File: config.mk
export PLATFORM = sky130hd
export DESIGN_NAME = vsync_integrator
export DESIGN_NICKNAME = d
export VERILOG_FILES = /design/src/rtl/vsync_integrator.sv
export SDC_FILE = /design/constraint.sdc
export NUM_CORES = 1
export LEC_CHECK = 0
export ABC_AREA = 1
export BUFFER_PORTS_ARGS = -buffer_cell sky130_fd_sc_hd__buf_2
export CAP_MARGIN = 0
export CORE_MARGIN = 2
export CORE_UTILIZATION = 35
export DETAILED_ROUTE_END_ITERATION = 16
export GPL_ROUTABILITY_DRIVEN = 0
export HOLD_SLACK_MARGIN = 0.05
export PLACE_DENSITY = 0.7
export SLEW_MARGIN = 25
export SYNTH_ARGS = -nofsm -noshare
export SYNTH_HDL_FRONTEND = slang
export SYNTH_SLANG_ARGS = --single-unit
File: constraint.sdc
create_clock -name clk -period 2 [get_ports clk]
set_clock_uncertainty 0.2 [all_clocks]
set_input_delay 0.6 -clock clk [delete_from_list [all_inputs] [get_ports clk]]
set_output_delay 0.6 -clock clk [all_outputs]
set_load 0.01 [all_outputs]
File: src/rtl/vsync_integrator.sv
module vsync_integrator #(
  parameter int CNT_W = 8
) (
  input  logic             clk,
  input  logic             rst_n,
  input  logic             sample_en,
  input  logic             src_sel,
  input  logic             csync_main,
  input  logic             csync_aux,
  input  logic [CNT_W-1:0] cnt_max,
  input  logic [CNT_W-1:0] thr_hi,
  input  logic [CNT_W-1:0] thr_lo,
  output logic [CNT_W-1:0] integ_level,
  output logic             vsync,
  output logic             vsync_pulse
);

  logic             sync_in;
  logic [CNT_W-1:0] cnt;
  logic [CNT_W-1:0] cnt_next;
  logic             rise, fall;

  assign sync_in = src_sel ? csync_aux : csync_main;

  always_comb begin
    cnt_next = cnt;
    if (sample_en) begin
      if (sync_in)
        cnt_next = (cnt >= cnt_max) ? cnt_max : cnt + 1'b1;
      else if (cnt != '0)
        cnt_next = cnt - 1'b1;
    end
  end

  always_ff @(posedge clk or negedge rst_n)
    if (!rst_n) cnt <= '0;
    else        cnt <= cnt_next;

  assign rise = !vsync && (cnt >= thr_hi);
  assign fall =  vsync && (cnt <  thr_lo);

  always_ff @(posedge clk or negedge rst_n)
    if (!rst_n) begin
      vsync       <= 1'b0;
      vsync_pulse <= 1'b0;
    end else begin
      vsync_pulse <= rise;
      if (rise)      vsync <= 1'b1;
      else if (fall) vsync <= 1'b0;
    end

  assign integ_level = cnt;

  AST_HOLD_IDLE: assert property (@(posedge clk) disable iff (!rst_n)
    !sample_en |=> $stable(cnt));
  AST_STEP_UP: assert property (@(posedge clk) disable iff (!rst_n)
    sample_en && sync_in && cnt < cnt_max |=> cnt == $past(cnt) + 1'b1);
  AST_STEP_DOWN: assert property (@(posedge clk) disable iff (!rst_n)
    sample_en && !sync_in && cnt != '0 |=> cnt == $past(cnt) - 1'b1);
  AST_NO_UNDERFLOW: assert property (@(posedge clk) disable iff (!rst_n)
    sample_en && !sync_in && cnt == '0 |=> cnt == '0);
  AST_NO_OVERFLOW: assert property (@(posedge clk) disable iff (!rst_n)
    sample_en && sync_in && cnt >= cnt_max |=> cnt == $past(cnt_max));
  AST_HYST_HOLD: assert property (@(posedge clk) disable iff (!rst_n)
    vsync && cnt >= thr_lo |=> vsync);
  AST_PULSE_ONE: assert property (@(posedge clk) disable iff (!rst_n)
    vsync_pulse |=> !vsync_pulse);
  AST_PULSE_EDGE: assert property (@(posedge clk) disable iff (!rst_n)
    vsync_pulse |-> vsync && !$past(vsync));

endmodule

==> results.json <==
{
  "grt_pass1_wl_mm": 6.36,
  "clkLatencyLatePin_ps": 240,
  "pwr-share-comb_pct": 67.4,
  "ys_ff_latch": 10,
  "ys_async_sr_fraction_pct": 100,
  "netlist_top_cells_count": "nand2_1 (64), inv_1 (42), ha_1 (26), nand3_1 (23), a21oi_1 (19)",
  "syn_nets": 283,
  "power.switching_mw": 0.828,
  "die_x_microns": 68.1,
  "peakVddDrop_uv": 274,
  "drive_gt1_share_pct": 25.5,
  "synthDistinctLibCells": 24,
  "whs_ps": 326,
  "synth_warnings": 0,
  "final_nets": 344,
  "status": "finished, final reports clean",
  "syn_area_sq_um": 1440,
  "filler_cell_count": 417,
  "fin_area_sq_um": 1900,
  "period_share_pct": 94.8,
  "drtIter0Drc": 43,
  "start_util_pct": 36.2,
  "p_leak_nw": 1.14,
  "maxCapViolCount": 0,
  "synth-xor-area-share_pct": 4.26,
  "tightestPinTransition_ps": 276,
  "die_area_sq_um": 4640,
  "muxShareOfSynthArea_pct": 0,
  "synth_top_area_share_pct": 22.6,
  "cts_max_level": 1,
  "via_per_inst": 4.79,
  "switching_share_pct": 47.4,
  "synth.largest_area_cell": "ha_1",
  "root_buffer": "clkbuf_8",
  "hp-class": "reg -> reg",
  "setup_violations": 0,
  "p_seq_share_pct": 20.5,
  "cellPowerDensity_nw_per_um2": 917,
  "core_sq_um": 3970,
  "clockPowerShare_pct": 12.1,
  "synth_top_family_by_area": "simple AND/OR/NAND/NOR gates",
  "place_area_sq_um": 1830,
  "path_class": "reg -> reg",
  "grt_max_degree": 12,
  "post_cts_buffers": 0,
  "drt-pass1-iter-count": 4,
  "crit_required_ps": 1920,
  "slew_headroom_pct": 81.4,
  "antenna_found_initial": 0,
  "rows": 23,
  "internal-power_mw": 0.918,
  "drt-wirelength-per-cell_microns": 11.4,
  "route.detailed.drc": 0,
  "die_y_microns": 68.1,
  "cts_tree": "yes",
  "synth_compound_area_share_pct": 10.5,
  "yosys.area_share.simple_pct": 31.2,
  "dpl.hpwl_mm": 3.09,
  "drtAntennaViolNets": 0,
  "cp-end-kind": "flip-flop",
  "grt_pass1_vias": 1501,
  "clkTransAtPathRegs_ps": 50,
  "clock_sink_count": 10,
  "hold_violations": 0,
  "max_freq_mhz": 528,
  "port_buffers": 39,
  "synthAdderAreaFrac_pct": 22.6,
  "synth_ff_type": "dfrtp_1",
  "synth_edf_count": 0,
  "postSynthAreaPerCell_sq_um": 6.34,
  "wl_mm": 3.82,
  "min_period_ps": 1900,
  "yosysSeqAreaShare_pct": 17.4,
  "num_vias": 1608,
  "syn_inst": 227,
  "rsz0062_at_grt": "false",
  "yosysMostFrequentCell": "nand2_1",
  "crit_fanout": 7,
  "grt_util_all_layers_pct": 17.9,
  "numCtsBuffers": 3,
  "synth_area_leaders": "ha_1 (23%), dfrtp_1 (17%), nand2_1 (17%)",
  "clockBufferDepth": 2,
  "syn_to_final_growth_pct": 32.3,
  "drv_slew": 0,
  "grt-ovfl-total": 0,
  "cp-start-kind": "flip-flop",
  "ioPinCount": 40,
  "worstPathArrival_ps": 1820,
  "finalPower_mw": 1.75,
  "num_antenna_cells": 0
}
## worst max-delay path: stages, from the launching register on
cell     delay [ps]
dfrtp_2         450
buf_4           150
ha_1            260
nand2_1          50
nor2_2          120
nand2_1         130
buf_6           160
nand3_1          70
nand3_1          80
nand2_1          60
nand2_1          50
## flip-flops by register name, summed over array words and instances, names as in the netlist
signal,count
vsync,1
vsync_pulse,1
integ_level,8
## cell usage in the layout, fill, tap and decap left out, drive strengths merged
cell,instances
o2111ai,1
buf,60
o21ai,3
nand3b,1
inv,45
ha,26
nor3,1
clkbuf,3
xnor2,1
nand3,23
dlygate4sd3,1
nor2,15
nand4,3
xor2,6
o211ai,1
o21a,1
a31oi,1
a21oi,19
nand2,65
dfrtp,10
## stage by stage
stage / TNS [ps] / setup WS, ps / cells / util, %
2_1_floorplan: 0 / 15.2 / 227 / -
3_3_place_gp: -966 / -135 / 332 / 46.0
3_5_place_dp: -1170 / -169 / 332 / 46.0
4_1_cts: 0 / 70.0 / 336 / 47.3
5_1_grt: 0 / 14.5 / 336 / 47.9
6_report: 0 / 105 / 336 / 47.9
## kinds of logic (layout without fill, tap and decap cells)
family                   after synthesis  after routing
AO/OA/AOI/OAI                         26             26
AND/OR/NAND/NOR                      108            108
adder cells (fa/ha/maj)               26             26
XOR/XNOR                               7              7
buffers and inverters                 50            109
flip-flops                            10             10
## layer usage
| layer | track usage, % | wire, microns |
|---|---|---|
| met5 | 0 | 0 |
| met2 | 32.6 | 1910 |
| met4 | 8.00 | 71 |
| met3 | 1.15 | 178 |
| met1 | 21.4 | 1660 |
## repair_timing
item                       4_1_cts  5_1_grt
hold endpoints to repair        10        0
gates resized for setup          0        8
setup endpoints to repair        0        8
hold buffers                     1        0
## layout make-up
type                            instances  area [sq um]  share of cell area (%)
Clock buffer                            3          41.3                    2.17
Inverter                               45           171                    9.01
Multi-Input combinational cell        167          1010                    52.9
Sequential cell                        10           251                    13.2
Tap cell                               50          62.6                    3.29
Timing Repair Buffer                   61           370                    19.5
## power by group through the flow
stage,combinational (mW),clock [mW],sequential (mW)
floorplan,0.702,0,0.400
global placement,1.12,0,0.359
detailed placement,1.15,0,0.363
CTS,1.16,0.214,0.359
global route,1.36,0.224,0.368
finish,1.18,0.211,0.358
## path summary, 6_finish.rpt
path                                 from        endpoint  slack (ps)  depth (start not counted)
hold reg to reg                     vsync           vsync         330                          2
max in group asynchronous           rst_n  integ_level[4]         790                          2
min in group asynchronous           rst_n  integ_level[3]         570                          2
hold / removal                      vsync           vsync         330                          2
setup / recovery           integ_level[4]  integ_level[6]         100                         10
setup reg to reg           integ_level[4]  integ_level[6]         100                         10
(Power assumes the default switching activity.)
